[src/rtl/rs_pkg.sv]
package rs_pkg;
   // Smallest legal widths accepted by the window
   localparam int unsigned MIN_TAG_W   = 1;
   localparam int unsigned MIN_ENTRIES = 2;

   typedef enum logic [0:0] {
      UNIT_ALU = 1'b0,
      UNIT_MEM = 1'b1
   } unit_e;
endpackage

[src/rtl/rs_picker.sv]
// Fixed-priority picker: grants the lowest set request bit
module rs_picker #(
   parameter int unsigned N = 4
) (
   input  logic [N-1:0] req,
   output logic [N-1:0] gnt,
   output logic         any
);
   logic [N:0] seen;

   assign seen[0] = 1'b0;
   for (genvar i = 0; i < N; i++) begin : g_pri
      assign gnt[i]    = req[i] & ~seen[i];
      assign seen[i+1] = seen[i] | req[i];
   end
   assign any = seen[N];
endmodule

[src/rtl/rs_steer.sv]
// Opcode-based steering and per-bank write enables
module rs_steer #(
   parameter int unsigned NUM_BANKS = 2,
   parameter int unsigned OP_W      = 4,
   parameter int unsigned SEL_LSB   = 3,
   localparam int unsigned BANK_W   = (NUM_BANKS > 1) ? $clog2(NUM_BANKS) : 1
) (
   input  logic                 alloc_valid,
   input  logic [OP_W-1:0]      alloc_op,
   input  logic [NUM_BANKS-1:0] bank_full,
   output logic [NUM_BANKS-1:0] bank_wr,
   output logic                 stall
);
   logic [BANK_W-1:0] bank_sel;

   if (NUM_BANKS == 1) begin : g_single
      assign bank_sel = '0;
   end else begin : g_multi
      assign bank_sel = alloc_op[SEL_LSB +: BANK_W];
   end

   assign stall = alloc_valid & bank_full[bank_sel];

   for (genvar b = 0; b < NUM_BANKS; b++) begin : g_wr
      assign bank_wr[b] = alloc_valid & (bank_sel == BANK_W'(b)) & ~bank_full[b];
   end
endmodule

[src/rtl/rs_bank.sv]
// One bank: entry storage, tag wakeup, free-slot choice, issue selection
module rs_bank #(
   parameter int unsigned ENTRIES = 4,
   parameter int unsigned OP_W    = 4,
   parameter int unsigned TAG_W   = 6
) (
   input  logic             clk,
   input  logic             rst_n,
   input  logic             wr_en,
   input  logic [OP_W-1:0]  wr_op,
   input  logic [TAG_W-1:0] wr_dst,
   input  logic [TAG_W-1:0] wr_s1,
   input  logic             wr_r1,
   input  logic [TAG_W-1:0] wr_s2,
   input  logic             wr_r2,
   input  logic             bc_valid,
   input  logic [TAG_W-1:0] bc_tag,
   output logic             full,
   output logic             iss_valid,
   output logic [OP_W-1:0]  iss_op,
   output logic [TAG_W-1:0] iss_dst,
   output logic [TAG_W-1:0] iss_s1,
   output logic [TAG_W-1:0] iss_s2
);
   logic [ENTRIES-1:0] vld_q, rdy1_q, rdy2_q;
   logic [OP_W-1:0]    op_q   [ENTRIES];
   logic [TAG_W-1:0]   dst_q  [ENTRIES];
   logic [TAG_W-1:0]   src1_q [ENTRIES];
   logic [TAG_W-1:0]   src2_q [ENTRIES];

   logic [ENTRIES-1:0] ready_vec, gnt, slot_oh;
   logic               slot_any;
   logic               new_hit1, new_hit2;

   assign ready_vec = vld_q & rdy1_q & rdy2_q;
   assign full      = &vld_q;
   assign new_hit1  = bc_valid & (wr_s1 == bc_tag);
   assign new_hit2  = bc_valid & (wr_s2 == bc_tag);

   rs_picker #(.N(ENTRIES)) u_issue_pick (
      .req (ready_vec),
      .gnt (gnt),
      .any (iss_valid)
   );

   rs_picker #(.N(ENTRIES)) u_slot_pick (
      .req (~vld_q),
      .gnt (slot_oh),
      .any (slot_any)
   );

   // Status: occupancy and operand readiness
   always_ff @(posedge clk or negedge rst_n) begin
      if (!rst_n) begin
         vld_q  <= '0;
         rdy1_q <= '0;
         rdy2_q <= '0;
      end else begin
         for (int i = 0; i < ENTRIES; i++) begin
            if (wr_en && slot_any && slot_oh[i]) begin
               vld_q[i]  <= 1'b1;
               rdy1_q[i] <= wr_r1 | new_hit1;
               rdy2_q[i] <= wr_r2 | new_hit2;
            end else begin
               if (gnt[i]) begin
                  vld_q[i] <= 1'b0;
               end
               if (bc_valid && src1_q[i] == bc_tag) begin
                  rdy1_q[i] <= 1'b1;
               end
               if (bc_valid && src2_q[i] == bc_tag) begin
                  rdy2_q[i] <= 1'b1;
               end
            end
         end
      end
   end

   // Payload: written only on allocation
   always_ff @(posedge clk) begin
      for (int i = 0; i < ENTRIES; i++) begin
         if (wr_en && slot_any && slot_oh[i]) begin
            op_q[i]   <= wr_op;
            dst_q[i]  <= wr_dst;
            src1_q[i] <= wr_s1;
            src2_q[i] <= wr_s2;
         end
      end
   end

   // One-hot issue multiplexer
   always_comb begin
      iss_op  = '0;
      iss_dst = '0;
      iss_s1  = '0;
      iss_s2  = '0;
      for (int i = 0; i < ENTRIES; i++) begin
         if (gnt[i]) begin
            iss_op  = iss_op  | op_q[i];
            iss_dst = iss_dst | dst_q[i];
            iss_s1  = iss_s1  | src1_q[i];
            iss_s2  = iss_s2  | src2_q[i];
         end
      end
   end
endmodule

[src/rtl/steered_issue_window.sv]
module steered_issue_window #(
   parameter int unsigned NUM_BANKS = 2,
   parameter int unsigned ENTRIES   = 4,
   parameter int unsigned OP_W      = 4,
   parameter int unsigned TAG_W     = 6,
   parameter int unsigned SEL_LSB   = 3
) (
   input  logic                       clk,
   input  logic                       rst_n,
   input  logic                       alloc_valid,
   input  logic [OP_W-1:0]            alloc_op,
   input  logic [TAG_W-1:0]           alloc_dst,
   input  logic [TAG_W-1:0]           alloc_src1,
   input  logic                       alloc_src1_rdy,
   input  logic [TAG_W-1:0]           alloc_src2,
   input  logic                       alloc_src2_rdy,
   output logic                       alloc_stall,
   input  logic                       bcast_valid,
   input  logic [TAG_W-1:0]           bcast_tag,
   output logic [NUM_BANKS-1:0]       issue_valid,
   output logic [NUM_BANKS*OP_W-1:0]  issue_op,
   output logic [NUM_BANKS*TAG_W-1:0] issue_dst,
   output logic [NUM_BANKS*TAG_W-1:0] issue_src1,
   output logic [NUM_BANKS*TAG_W-1:0] issue_src2
);
   import rs_pkg::*;

   localparam int unsigned BANK_W = (NUM_BANKS > 1) ? $clog2(NUM_BANKS) : 1;

   // Elaboration-time parameter checks
   if (NUM_BANKS < 1 || (NUM_BANKS & (NUM_BANKS - 1)) != 0) begin : g_bad_banks
      $error("NUM_BANKS must be a power of two");
   end
   if (SEL_LSB + BANK_W > OP_W) begin : g_bad_sel
      $error("bank select field lies outside the opcode");
   end
   if (ENTRIES < MIN_ENTRIES || TAG_W < MIN_TAG_W) begin : g_bad_size
      $error("bank depth or tag width too small");
   end

   logic [NUM_BANKS-1:0] bank_full, bank_wr;

   rs_steer #(
      .NUM_BANKS (NUM_BANKS),
      .OP_W      (OP_W),
      .SEL_LSB   (SEL_LSB)
   ) u_steer (
      .alloc_valid (alloc_valid),
      .alloc_op    (alloc_op),
      .bank_full   (bank_full),
      .bank_wr     (bank_wr),
      .stall       (alloc_stall)
   );

   for (genvar b = 0; b < NUM_BANKS; b++) begin : g_bank
      rs_bank #(
         .ENTRIES (ENTRIES),
         .OP_W    (OP_W),
         .TAG_W   (TAG_W)
      ) u_bank (
         .clk       (clk),
         .rst_n     (rst_n),
         .wr_en     (bank_wr[b]),
         .wr_op     (alloc_op),
         .wr_dst    (alloc_dst),
         .wr_s1     (alloc_src1),
         .wr_r1     (alloc_src1_rdy),
         .wr_s2     (alloc_src2),
         .wr_r2     (alloc_src2_rdy),
         .bc_valid  (bcast_valid),
         .bc_tag    (bcast_tag),
         .full      (bank_full[b]),
         .iss_valid (issue_valid[b]),
         .iss_op    (issue_op[b*OP_W +: OP_W]),
         .iss_dst   (issue_dst[b*TAG_W +: TAG_W]),
         .iss_s1    (issue_src1[b*TAG_W +: TAG_W]),
         .iss_s2    (issue_src2[b*TAG_W +: TAG_W])
      );
   end
endmodule

[config.mk]
export PLATFORM = sky130hd
export DESIGN_NAME = steered_issue_window
export DESIGN_NICKNAME = d
export VERILOG_FILES = /design/src/rtl/rs_pkg.sv /design/src/rtl/rs_picker.sv /design/src/rtl/rs_steer.sv /design/src/rtl/rs_bank.sv /design/src/rtl/steered_issue_window.sv
export SDC_FILE = /design/constraint.sdc
export NUM_CORES = 1
export LEC_CHECK = 0
export BUFFER_PORTS_ARGS = -buffer_cell sky130_fd_sc_hd__buf_2
export CORE_ASPECT_RATIO = 1.75
export CORE_MARGIN = 2
export CORE_UTILIZATION = 45
export CTS_BUF_LIST = sky130_fd_sc_hd__clkbuf_8
export DETAILED_ROUTE_END_ITERATION = 16
export GPL_ROUTABILITY_DRIVEN = 1
export PLACE_DENSITY = 0.64
export SLEW_MARGIN = 5
export SYNTH_ARGS = -nofsm -noshare
export SYNTH_HDL_FRONTEND = slang
export SYNTH_HIERARCHICAL = 1
export SYNTH_SLANG_ARGS = --single-unit
[constraint.sdc]
create_clock -name clk -period 5.25 [get_ports clk]
set_input_delay 0.7875 -clock clk [delete_from_list [all_inputs] [get_ports clk]]
set_output_delay 0.7875 -clock clk [all_outputs]
set_load 0.02 [all_outputs]
* Word-level counts from Yosys, hierarchy flattened
Memory sizes are Yosys's and may differ from the RTL's.
Cells that the tools add are included.
** Storage, ports and cells
- Input bits :: 34
- Register bits after elaboration :: 24
- Output and inout port bits :: 47
- Memories :: 8
- RAM bits :: 176
- Word-level logic and storage cells :: 375
** Cells by class
- Reductions and logical operators :: 76
- Mux-type cells :: 170
- Equal/unequal tests :: 18
- $lt $le $gt $ge :: 1
- Bitwise logic cells :: 78
** Memory list
- g_bank[0].u_bank.dst_q :: words 4, bits a word 6, read ports 4, clocked after memory_dff 0, wr ports 1, RTL line rs_bank.sv:27 : logic [TAG_W-1:0] dst_q [ENTRIES];
- g_bank[0].u_bank.src1_q :: words 4, bits a word 6, read ports 4, clocked after memory_dff 0, wr ports 1, RTL line rs_bank.sv:28 : logic [TAG_W-1:0] src1_q [ENTRIES];
- g_bank[0].u_bank.src2_q :: words 4, bits a word 6, read ports 4, clocked after memory_dff 0, wr ports 1, RTL line rs_bank.sv:29 : logic [TAG_W-1:0] src2_q [ENTRIES];
- g_bank[1].u_bank.dst_q :: words 4, bits a word 6, read ports 4, clocked after memory_dff 0, wr ports 1, RTL line rs_bank.sv:27
- g_bank[1].u_bank.src1_q :: words 4, bits a word 6, read ports 4, clocked after memory_dff 0, wr ports 1, RTL line rs_bank.sv:28
- g_bank[1].u_bank.src2_q :: words 4, bits a word 6, read ports 4, clocked after memory_dff 0, wr ports 1, RTL line rs_bank.sv:29
- +2 memories
** Operator list (number)
- two-way mux 6 bit :: 42
- equality test 6 bit :: 18
- bitwise OR 6 bit :: 18
- OR reduction 6 bit :: 18
- two-way mux 1 bit :: 90
- two-way mux 4 bit :: 14
- two-way mux 2 bit :: 24
- nonzero test 2 bit :: 24
- logical AND 1 bit :: 26
- bitwise OR 4 bit :: 6
- OR reduction 4 bit :: 6
- bitwise AND 1 bit :: 19
- bitwise AND 4 bit :: 4
- inverter 1 bit :: 15
- bitwise OR 1 bit :: 14
- inverter 4 bit :: 2
- AND reduction 4 bit :: 2
- < comparator 1 x 2 -> 1 bit, second input constant :: 1

* Longest topological paths before layout
Gate-level depths: netlist of the first run.
- Depth after elaboration :: 12
- Mapped depth :: 7
- Mapped depth without buffers :: 6

* Modules after synthesis
The synthesis of the first run kept the hierarchy.
** Modules (own cells, without submodules)
- rs_bank (g_bank[1].u_bank) :: cells an instance 300, area each 4364.2 µm², instances 1, sequential area each 2942.8 µm²
- rs_bank (g_bank[0].u_bank) :: cells an instance 300, area each 4339.2 µm², instances 1, sequential area each 2942.8 µm²
- rs_picker :: cells an instance 5, area each 37.5 µm², instances 4, sequential area each 0.0 µm²
- rs_steer :: cells an instance 5, area each 31.3 µm², instances 1, sequential area each 0.0 µm²

* Worst setup path after synthesis of the first run
No wires, ideal clock.
- Path type :: flip-flop to output port
- Start :: register g_bank[0].u_bank.rdy2_q[0]
- End :: output issue_src1[0]
- Data required time :: 4.463 ns
- Setup slack :: 2.747 ns
- Data arrival time :: 1.715 ns
- Cell stages (with the launch flop) :: 6
- Path buffers :: 1
- Path through :: dfrtp_1 > and3_1 > nor4b_1 > clkbuf_1 > a22oi_1 > nand2_1
** Between the ends
- Elaborated cells between the ends (all ways) :: 16
- Those cells by class :: mux: 4; bitwise: 12
** RTL lines
- start, declared :: RTL line rs_bank.sv:25 : logic [ENTRIES-1:0] vld_q, rdy1_q, rdy2_q;
- start signal, assigned by index :: RTL line rs_bank.sv:63 : rdy2_q[i] <= wr_r2 | new_hit2;
- bitwise AND 4 bit :: RTL line rs_bank.sv:35 : assign ready_vec = vld_q & rdy1_q & rdy2_q;
- via g_bank[0].u_bank.ready_vec[0] :: RTL line rs_bank.sv:31 : logic [ENTRIES-1:0] ready_vec, gnt, slot_oh;
- bitwise OR 1 bit (2 in a row) :: RTL line rs_picker.sv:14 : assign seen[i+1] = seen[i] | req[i];
- inverter 1 bit :: RTL line rs_picker.sv:13 : assign gnt[i] = req[i] & ~seen[i];
- bitwise AND 1 bit :: RTL line rs_picker.sv:13
- via g_bank[0].u_bank.gnt[3] :: RTL line rs_bank.sv:31
- two-way mux 6 bit :: RTL line rs_bank.sv:98 : if (gnt[i]) begin
- end, declared :: RTL line steered_issue_window.sv:23 : output logic [NUM_BANKS*TAG_W-1:0] issue_src1,
The timed path passes the listed nets, and every way through them passes these cells.

* Final worst setup path of the first run
Same ends and word-level chain as after synthesis.

==> results of run 1 <==
==> flip-flops by register name (all words and copies together), names as in the netlist <==
signal,count
g_bank.u_bank/rdy1_q,8
g_bank.u_bank/vld_q,8
g_bank.u_bank/src1_q,48
g_bank.u_bank/op_q,32
g_bank.u_bank/rdy2_q,8
g_bank.u_bank/src2_q,48
g_bank.u_bank/dst_q,48
==> per-layer routing <==
| metal | track usage, % | part of all wire [%] | routed length (um) |
|---|---|---|---|
| met1 | 25.7 | 38 | 8290 |
| met2 | 38.9 | 53 | 11700 |
| met5 | 0 | 0 | 0 |
| met4 | 11.0 | 4.4 | 964 |
| met3 | 4.49 | 4.8 | 1050 |
==> layout by cell type, fill, tap and decap left out, types with 3 or more instances in the layout <==
cell	Yosys	routed
xnor2_1	52	52
nor2b_1	5	5
or4_4	3	3
a22oi_2	3	3
clkbuf_8	0	17
dfrtp_1	24	24
inv_2	3	3
nand4_1	16	16
nor3b_1	5	3
or4_1	17	17
and3_1	16	16
nand2_1	45	45
xor2_1	68	68
buf_2	0	80
buf_4	6	15
a22oi_1	101	101
o21bai_1	8	8
edfxtp_1	176	176
inv_8	0	4
inv_6	0	3
nor2_1	21	21
inv_1	5	5
nor3_1	4	4
==> worst paths after layout <==
| check | from | end | slack [ns] | cells after the start |
|---|---|---|---|---|
| setup reg to reg | g_bank[0].u_bank/rdy2_q[0]$_DFFE_PN0P_ | g_bank[0].u_bank/vld_q[3]$_DFFE_PN0P_ | 2.64 | 4 |
| setup / recovery | g_bank[0].u_bank/rdy2_q[0]$_DFFE_PN0P_ | issue_src1[0] | 1.22 | 6 |
| max in group asynchronous | rst_n | g_bank[0].u_bank/rdy2_q[2]$_DFFE_PN0P_ | 4.55 | 1 |
| hold / removal | rst_n | g_bank[1].u_bank/rdy2_q[2]$_DFFE_PN0P_ | 0.29 | 1 |
| min in group clk | g_bank[1].u_bank/vld_q[2]$_DFFE_PN0P_ | g_bank[1].u_bank/vld_q[2]$_DFFE_PN0P_ | 0.57 | 2 |
| hold reg to reg | g_bank[1].u_bank/vld_q[2]$_DFFE_PN0P_ | g_bank[1].u_bank/vld_q[2]$_DFFE_PN0P_ | 0.57 | 2 |
==> metrics by stage <==
stage,area (sq um),total power [uW],util [%]
after floorplan,8880,3120,-
after global placement,9470,3650,48.4
after detailed placement,9470,3690,48.4
after CTS,9870,4650,50.4
after global routing,9870,4850,50.4
final,9870,4610,50.4
==> cells by family after synthesis <==
logic type      after synthesis  synth area share, %
compound gates              116                 10.2
xor+xnor                    120                 11.8
buf+inv                      50                 3.22
flops                       200                 66.2
mux                           1                0.113
simple gates                138                 8.39
==> worst max-delay path: stages, from the launching register on <==
cell and delay (ns):
dfrtp_1 0.40, and3_1 0.61, nor4b_2 0.98, buf_4 0.39, a22oi_1 0.11, nand2_1 0.10
buf_2 0.17
==> power groups by stage <==
stage | clock network (uW) | registers [uW] | logic, uW
2_1_floorplan | 0 | 2060 | 1060
5_1_grt | 1050 | 2080 | 1720
3_3_place_gp | 0 | 2080 | 1570
4_1_cts | 995 | 2060 | 1600
6_report | 971 | 2060 | 1580
3_5_place_dp | 0 | 2090 | 1590
==> cell type report <==
cell class / instances / share of cell area [%]
tap: 245 / 3.11
inverter: 8 / 0.304
timing repair buffer: 95 / 5.20
clock inverter: 14 / 1.65
multi-input combinational: 375 / 27.7
clock buffer: 17 / 2.37
sequential: 200 / 59.6
==> impl_metrics.env, run 1 <==
export IMPL_dp_hpwl_um=14800
export IMPL_start_util_pct=45.4
export IMPL_hold_violations=0
export IMPL_combPwrFrac_pct=34.3
export IMPL_synth_area_leaders="edfxtp_1, a22oi_1, dfrtp_1, xor2_1, xnor2_1"
export IMPL_postCtsResizedCells=0
export IMPL_power_switching_uw=1740
export IMPL_grt_pass1_vias=5801
export IMPL_synth_cell_type_count=28
export IMPL_num_vias=5462
export IMPL_io_buffers=80
export IMPL_grt_total_usage_pct=22.3
export IMPL_grt_max_degree=28
export IMPL_cts_tree="done"
export IMPL_yosys_cell_count_top_type="edfxtp_1"
export IMPL_cts_hold_buf=0
export IMPL_hp_class="in2async"
export IMPL_drt_iter0_markers=293
export IMPL_fin_nets=731
export IMPL_multiInputGateArea_sq_um=2740
export IMPL_cts_buffer_depth=2
export IMPL_worst_setup_path_end_kind="output port"
export IMPL_wl_per_cell_um=23.0
export IMPL_die_y_um=190
export IMPL_insertion_delay_ns=0.47
export IMPL_synth_async_reset_ratio_pct=12.0
export IMPL_drt_first_pass_iters=5
export IMPL_clock_skew_ns=0.0149
export IMPL_fmax_ghz=0.248
export IMPL_rsz0062_at_grt="false"
export IMPL_tightest_slew_ns=1.25
export IMPL_core_area_sq_um=19600
export IMPL_yosysTopAreaCell="edfxtp_1"
export IMPL_p_sw_share_pct=37.7
export IMPL_syn_inst=625
export IMPL_yosys_register_bits=200
export IMPL_grt_pass1_wl_um=33600
export IMPL_dieArea_sq_um=20900
export IMPL_grt_overflow=0
export IMPL_synth_top_area_share_pct=59.5
export IMPL_status="finished clean"
export IMPL_wl_um=22000
export IMPL_worstPathRequired_ns=4.46
export IMPL_clkPwrFrac_pct=21.0
export IMPL_fill_cells=1735
export IMPL_areaGrowthSynthToFinish_pct=11.1
export IMPL_die_width_um=110
export IMPL_vdd_ir_drop_max_v=0.000255
export IMPL_hold_worst_slack_ns=0.291
export IMPL_antenna_cells=0
export IMPL_p_per_area_nw_per_um2=467
export IMPL_p_int_uw=2870
export IMPL_cts_made_buffers=17
export IMPL_via_per_inst=5.73
export IMPL_clock_sinks=200
export IMPL_ys_seq_area_share_pct=66.2
export IMPL_cts_setup_buffers=0
export IMPL_tns_ns=0
export IMPL_syn_nets=659
export IMPL_synth_area_sq_um=8880
export IMPL_setup_ws_ns=1.22
export IMPL_drtAntennaViolNets=0
export IMPL_place_inst=923
export IMPL_synthTopCellsByCount="edfxtp_1, a22oi_1, xor2_1"
export IMPL_drive_above_1_share_pct=19.7
export IMPL_synthFlopType="edfxtp_1"
export IMPL_yosysWarnings=6
export IMPL_critPathKind="reg2out"
export IMPL_clockRootBuffer="clkbuf_8"
export IMPL_syn_area_per_cell_sq_um=14.2
export IMPL_seq_area_sq_um=5890
export IMPL_instances_no_fill=954
export IMPL_drv_slew=0
export IMPL_cts_htree_levels=4
export IMPL_clkSlewWorstSetupHoldPaths_ns=0.11
export IMPL_period_needed_ns=4.03
export IMPL_fin_crit_sh_pct=76.8
export IMPL_crit_arrival_ns=3.25
export IMPL_cap_viol_max_count=0
export IMPL_pin_count=81
export IMPL_power_leakage_uw=0.00359
export IMPL_crit_fanout=27
export IMPL_post_place_ws_ns=1.81
export IMPL_drc_errors=0
export IMPL_slew_headroom_pct=16.4
export IMPL_setup_violations_final=0
export IMPL_seqPwrFrac_pct=44.6
export IMPL_cp_start_kind="flop"
export IMPL_antenna_found_initial=0
export IMPL_gp_congestion=0.825
export IMPL_synth_edf_count=176
export IMPL_rows=68
Power figures use the tool's default switching activity.
==> inputs of run 2 (changes only) <==
--- a/config.mk
+++ b/config.mk
@@ -12,7 +12,7 @@
 export CTS_BUF_LIST = sky130_fd_sc_hd__clkbuf_8
 export DETAILED_ROUTE_END_ITERATION = 16
 export GPL_ROUTABILITY_DRIVEN = 1
-export PLACE_DENSITY = 0.64
+export PLACE_DENSITY = 0.67
 export SLEW_MARGIN = 5
 export SYNTH_ARGS = -nofsm -noshare
 export SYNTH_HDL_FRONTEND = slang
==> constraint.sdc (replaced) <==
create_clock -name clk -period 3.6 [get_ports clk]
set_input_delay 0.54 -clock clk [delete_from_list [all_inputs] [get_ports clk]]
set_output_delay 0.54 -clock clk [all_outputs]
set_load 0.02 [all_outputs]
==> run 2 against run 1 <==
Against the previous run: combinational power is 48% higher; utilization is 0.064 points higher; sequential cell count stayed put; register-to-register slack worse by 1.4 ns; via count is 1.3% higher; non-clock buffer count is 4 higher; worst setup slack worse by 0.95 ns; first-iteration DRC count is 26% higher; final cell count is 0.52% higher; count of clock-buffer cells in the layout stayed put; critical path type unchanged.
==> impl_metrics.env, run 2 (synthesis results as in run 1) <==
export IMPL_fmax_ghz=0.300
export IMPL_die_width_um=110
export IMPL_fin_nets=735
export IMPL_wl_per_cell_um=23.4
export IMPL_combPwrFrac_pct=35.0
export IMPL_start_util_pct=45.4
export IMPL_power_switching_uw=2540
export IMPL_num_vias=5535
export IMPL_cap_viol_max_count=0
export IMPL_grt_max_degree=27
export IMPL_worstPathRequired_ns=3.06
export IMPL_hold_violations=0
export IMPL_cts_hold_buf=0
export IMPL_insertion_delay_ns=0.47
export IMPL_worst_setup_path_end_kind="output port"
export IMPL_grt_pass1_vias=5833
export IMPL_crit_path_cell_trace="and3_1, nor3b_2, buf_4, a22oi_1, nand2_1, buf_2"
export IMPL_status="finished clean"
export IMPL_via_per_inst=5.77
export IMPL_critPathKind="reg2out"
export IMPL_cts_made_buffers=17
export IMPL_top_regs="g_bank.u_bank/dst_q: 48 flops, g_bank.u_bank/src1_q: 48 flops, g_bank.u_bank/src2_q: 48 flops"
export IMPL_cts_tree="done"
export IMPL_wl_um=22500
export IMPL_cts_buffer_depth=2
export IMPL_postCtsResizedCells=0
export IMPL_drt_iter0_markers=368
export IMPL_final_cell_mix="edfxtp_1, a22oi_1, buf_2, xor2_1, xnor2_1"
export IMPL_drive_above_1_share_pct=20.3
export IMPL_hold_worst_slack_ns=0.0576
export IMPL_areaGrowthSynthToFinish_pct=11.2
export IMPL_dp_hpwl_um=15400
export IMPL_setup_violations_final=0
export IMPL_place_inst=927
export IMPL_antenna_found_initial=1
export IMPL_cts_htree_levels=4
export IMPL_clkPwrFrac_pct=20.2
export IMPL_period_needed_ns=3.34
export IMPL_pin_count=81
export IMPL_seqPwrFrac_pct=44.8
export IMPL_dieArea_sq_um=20900
export IMPL_drtAntennaViolNets=0
export IMPL_grt_total_usage_pct=22.3
export IMPL_p_sw_share_pct=38.0
export IMPL_core_area_sq_um=19600
export IMPL_grt_overflow=0
export IMPL_rows=68
export IMPL_tns_ns=0
export IMPL_tightest_slew_ns=0.918
export IMPL_cp_slowest_cell="nor3b_2"
export IMPL_hp_class="in2async"
export IMPL_io_buffers=80
export IMPL_p_per_area_nw_per_um2=677
export IMPL_p_int_uw=4150
export IMPL_vdd_ir_drop_max_v=0.000308
export IMPL_drc_errors=0
export IMPL_grt_pass1_wl_um=33900
export IMPL_cp_start_kind="flop"
export IMPL_rsz0062_at_grt="false"
export IMPL_drt_first_pass_iters=5
export IMPL_clock_skew_ns=0.0192
export IMPL_cts_setup_buffers=0
export IMPL_fin_crit_sh_pct=92.7
export IMPL_clockRootBuffer="clkbuf_8"
export IMPL_crit_fanout=16
export IMPL_slew_headroom_pct=38.5
export IMPL_final_common_cell="edfxtp_1"
export IMPL_antenna_cells=0
export IMPL_crit_arrival_ns=2.80
export IMPL_clock_sinks=200
export IMPL_gp_congestion=0.878
export IMPL_instances_no_fill=959
export IMPL_die_y_um=190
export IMPL_cpPeakStageDelay_ns=0.74
export IMPL_drv_slew=0
export IMPL_clkSlewWorstSetupHoldPaths_ns=0.11
export IMPL_power_leakage_uw=0.00361
export IMPL_fin_util_pct=50.5
==> run 2: power by group through the flow <==
| stage | Sequential, uW | Clock (uW) | Combinational [uW] |
|---|---|---|---|
| detailed placement | 3050 | 0 | 2360 |
| CTS | 3000 | 1380 | 2370 |
| finish | 3000 | 1350 | 2340 |
| global placement | 3030 | 0 | 2310 |
| global route | 3020 | 1450 | 2540 |
| floorplan | 3000 | 0 | 1550 |
==> run 2: area by class of cell <==
cell class	count	area (sq um)
Sequential cell	200	5890
Clock buffer	17	234
Timing Repair Buffer	99	556
Fill cell	1737	9690
Tap cell	245	307
Inverter	8	30.0
Clock inverter	15	133
Multi-Input combinational cell	375	2740
==> run 2: layer usage <==
| layer | part of all wire, % | vias to the layer above | global-route usage (%) | routed length [um] |
|---|---|---|---|---|
| met5 | 0.049 | - | 0 | 11 |
| met2 | 55 | 191 | 39.9 | 12300 |
| met1 | 37 | 2775 | 25.4 | 8250 |
| li1 | - | 2519 | - | - |
| met3 | 4.6 | 48 | 3.56 | 1040 |
| met4 | 4.0 | 2 | 10.4 | 892 |
==> run 2: through the flow <==
| step | setup slack (ns) | power, uW | area (sq um) |
|---|---|---|---|
| 2_1_floorplan | 1.34 | 4550 | 8880 |
| 3_3_place_gp | 0.844 | 5350 | 9510 |
| 3_5_place_dp | 0.775 | 5410 | 9510 |
| 4_1_cts | 0.234 | 6750 | 9880 |
| 5_1_grt | 0.0768 | 7020 | 9880 |
| 6_report | 0.263 | 6690 | 9880 |
==> run 2: final timing paths <==
kind	startpoint	end	slack, ns	cells after the start
worst max-delay path	g_bank[0].u_bank/rdy2_q[0]$_DFFE_PN0P_	issue_src2[2]	0.26	6
max in group asynchronous	rst_n	g_bank[1].u_bank/rdy1_q[1]$_DFFE_PN0P_	3.13	1
worst max register to register	g_bank[0].u_bank/vld_q[0]$_DFFE_PN0P_	g_bank[0].u_bank/dst_q[1][5]$_DFFE_PP_	1.21	5
worst min register to register	g_bank[1].u_bank/rdy1_q[3]$_DFFE_PN0P_	g_bank[1].u_bank/rdy1_q[3]$_DFFE_PN0P_	0.58	2
min in group clk	alloc_op[0]	g_bank[1].u_bank/op_q[1][0]$_DFFE_PP_	0.36	1
worst min-delay path	rst_n	g_bank[0].u_bank/rdy2_q[0]$_DFFE_PN0P_	0.06	1
==> run 2: worst max-delay path, delay by kind of cell (launching register included) <==
kind,cells,cell delay [ns]
flip-flops,1,0.40
AND/OR/NAND/NOR,3,1.27
buffers and inverters,2,0.52
AO/OA/AOI/OAI,1,0.13
==> inputs of run 3 (changes only) <==
--- a/config.mk
+++ b/config.mk
@@ -6,7 +6,7 @@
 export NUM_CORES = 1
 export LEC_CHECK = 0
 export BUFFER_PORTS_ARGS = -buffer_cell sky130_fd_sc_hd__buf_2
-export CORE_ASPECT_RATIO = 1.75
+export CORE_ASPECT_RATIO = 1.1
 export CORE_MARGIN = 2
 export CORE_UTILIZATION = 45
 export CTS_BUF_LIST = sky130_fd_sc_hd__clkbuf_8
@@ -16,5 +16,4 @@
 export SLEW_MARGIN = 5
 export SYNTH_ARGS = -nofsm -noshare
 export SYNTH_HDL_FRONTEND = slang
-export SYNTH_HIERARCHICAL = 1
 export SYNTH_SLANG_ARGS = --single-unit
==> constraint.sdc (replaced) <==
create_clock -name clk -period 3.6 [get_ports clk]
set_input_delay 0 -clock clk [delete_from_list [all_inputs] [get_ports clk]]
set_output_delay 0 -clock clk [all_outputs]
set_load 0.02 [all_outputs]
==> run 3 against run 2 <==
Against the previous run: sequential cell count unchanged; non-clock buffer count up 24; first-iteration DRC count is 16% higher; critical path depth did not move; die area decreased by 0.67%; synthesized area down 0.48%; global-route usage shrank 0.35 points; synthesized cell count grew 3.4%; count of clock-buffer cells in the layout up 1; largest cell class unchanged; largest power group unchanged.
==> impl_metrics.env, run 3 <==
export IMPL_drv_slew=0
export IMPL_yosysWarnings=0
export IMPL_io_buffers=80
export IMPL_top_regs="g_bank.u_bank.dst_q: 48 flops, g_bank.u_bank.src1_q: 48 flops, g_bank.u_bank.src2_q: 48 flops"
export IMPL_crit_start="g_bank[0].u_bank.vld_q[1]$_DFFE_PN0P_"
export IMPL_drtAntennaViolNets=0
export IMPL_wl_per_cell_um=21.7
export IMPL_fin_nets=781
export IMPL_cts_tree="done"
export IMPL_gp_congestion=0.888
export IMPL_yosysTopAreaCell="edfxtp_1"
export IMPL_rr_startpoint="g_bank[0].u_bank.vld_q[1]$_DFFE_PN0P_"
export IMPL_p_per_area_nw_per_um2=747
export IMPL_pin_count=81
export IMPL_synthFlopType="edfxtp_1"
export IMPL_grt_pass1_wl_um=33200
export IMPL_rsz0062_at_grt="false"
export IMPL_areaGrowthSynthToFinish_pct=14.5
export IMPL_die_y_um=151
export IMPL_grt_overflow=0
export IMPL_insertion_delay_ns=0.46
export IMPL_reg2reg_to="g_bank[0].u_bank.vld_q[2]$_DFFE_PN0P_"
export IMPL_fmax_ghz=0.345
export IMPL_setup_violations_final=0
export IMPL_period_needed_ns=2.90
export IMPL_worst_setup_path_end_kind="output port"
export IMPL_place_inst=949
export IMPL_synth_cell_type_count=36
export IMPL_core_area_sq_um=19200
export IMPL_drc_errors=0
export IMPL_cts_htree_levels=4
export IMPL_start_util_pct=46.1
export IMPL_syn_inst=646
export IMPL_clockRootBuffer="clkbuf_8"
export IMPL_num_vias=5699
export IMPL_power_uw=7560
export IMPL_clkSlewWorstSetupHoldPaths_ns=0.10
export IMPL_power_leakage_uw=0.00351
export IMPL_vdd_ir_drop_max_v=0.000261
export IMPL_cts_buffer_depth=2
export IMPL_final_cell_mix="edfxtp_1, buf_2, nor2_1, xor2_1"
export IMPL_r2r_slack_ns=1.52
export IMPL_hold_violations=0
export IMPL_drive_above_1_share_pct=18.0
export IMPL_hp_class="in2async"
export IMPL_tns_ns=0
export IMPL_final_common_cell="edfxtp_1"
export IMPL_via_per_inst=5.65
export IMPL_dieArea_sq_um=20800
export IMPL_critPathKind="reg2out"
export IMPL_clock_sinks=200
export IMPL_synth_async_reset_ratio_pct=12.0
export IMPL_dp_hpwl_um=14000
export IMPL_drt_first_pass_iters=6
export IMPL_slew_headroom_pct=20.1
export IMPL_cap_viol_max_count=0
export IMPL_crit_arrival_ns=2.90
export IMPL_instances_no_fill=1008
export IMPL_grt_max_degree=28
export IMPL_synth_edf_count=176
export IMPL_syn_area_per_cell_sq_um=13.7
export IMPL_status="finished clean"
export IMPL_die_width_um=138
export IMPL_yosys_register_bits=200
export IMPL_grt_total_usage_pct=21.9
export IMPL_synth_top_area_share_pct=59.8
export IMPL_synth_area_sq_um=8840
export IMPL_syn_nets=680
export IMPL_wl_um=21900
export IMPL_reg2reg_depth=5
export IMPL_ys_seq_area_share_pct=66.6
export IMPL_clock_skew_ns=0.0118
export IMPL_cts_made_buffers=17
export IMPL_tightest_slew_ns=1.20
export IMPL_drt_iter0_markers=428
export IMPL_rows=53
export IMPL_worstPathRequired_ns=3.60
export IMPL_grt_pass1_vias=5933
export IMPL_crit_fanout=26
export IMPL_antenna_found_initial=1
export IMPL_cp_start_kind="flop"
export IMPL_yosys_cell_count_top_type="edfxtp_1"
export IMPL_synth_area_leaders="edfxtp_1, dfrtp_1, xor2_1, xnor2_1, a221oi_1"
export IMPL_fin_crit_sh_pct=80.6
export IMPL_synthTopCellsByCount="edfxtp_1, nor2_1, xor2_1"
-- run 3: cell count changes in the layout (fill, tap and decap cells not counted), moves of 6 or more --
cell / delta
and3_1: -10
a22oi_1: -87
a221oi_1: +44
o21bai_1: -6
o21ai_0: +37
nand3_1: +8
o21ai_1: +9
xor2_1: -10
nor2_1: +41
dlygate4sd3_1: +26
-- run 3: final cells by class --
cell class | count | area [sq um]
Tap cell | 247 | 309
Fill cell | 1566 | 9040
Antenna cell | 1 | 2.50
Clock inverter | 14 | 208
Multi-Input combinational cell | 402 | 2670
Clock buffer | 18 | 248
Inverter | 3 | 11.3
Timing Repair Buffer | 123 | 788
Sequential cell | 200 | 5890
-- run 3: power by group --
| part | total (uW) | switching [uW] | internal, uW |
|---|---|---|---|
| Sequential | 3050 | 207 | 2840 |
| Combinational | 2920 | 1940 | 980 |
| Clock | 1590 | 747 | 842 |
-- run 3: worst max-delay path, cell delays in order (launching register included) --
cell	delay (ns)
dfrtp_1	0.44
and3_1	0.99
nor2b_2	0.07
buf_4	0.27
a221oi_1	0.28
o21ai_0	0.18
buf_2	0.19
-- run 3: how the worst max path moves through the flow --
stage          slack, ns                                endpoint
2_1_floorplan       0.62  g_bank[0].u_bank.rdy1_q[3]$_DFFE_PN0P_
3_3_place_gp        1.30                             issue_op[3]
3_5_place_dp        1.19                             issue_op[3]
4_1_cts             0.70                             issue_op[3]
5_1_grt             0.50                           issue_src1[5]
6_report            0.70                             issue_op[3]
-- run 3: metrics by stage --
stage | util, % | setup WS [ns] | hold slack, ns | instance area, sq um
global placement | 49.1 | 1.30 | 0.0371 | 9410
global route | 52.8 | 0.502 | 0.0871 | 10100
CTS | 52.8 | 0.700 | 0.0738 | 10100
floorplan | - | 0.619 | -0.296 | 8840
detailed placement | 49.1 | 1.19 | 0.0415 | 9410
finish | 52.8 | 0.699 | 0.0773 | 10100
-- run 3: logic make-up (layout without fill, tap and decap cells) --
family	Yosys count	in the layout	share of synthesized area, %
xor gates and xnor gates	108	108	10.7
other	0	1	0
AOI/OAI and AO/OA	118	118	9.35
buffers and inverters	44	158	3.65
and+or+nand+nor	176	176	9.74
DFF	200	200	66.6
-- run 3: metal layers --
metal,up-vias,track usage [%],routed length [um]
met5,-,0,0
met3,41,4.38,1070
met1,2864,26.9,8940
met4,0,9.74,589
met2,177,37.5,11300
li1,2617,-,-
-- run 3: timing repair --
action | CTS | global route
endpoints found under the setup margin | 0 | 0
hold buffers | 26 | 0
gates resized for setup | 0 | 0
endpoints found under the hold margin | 211 | 0
setup buffers | 0 | 0
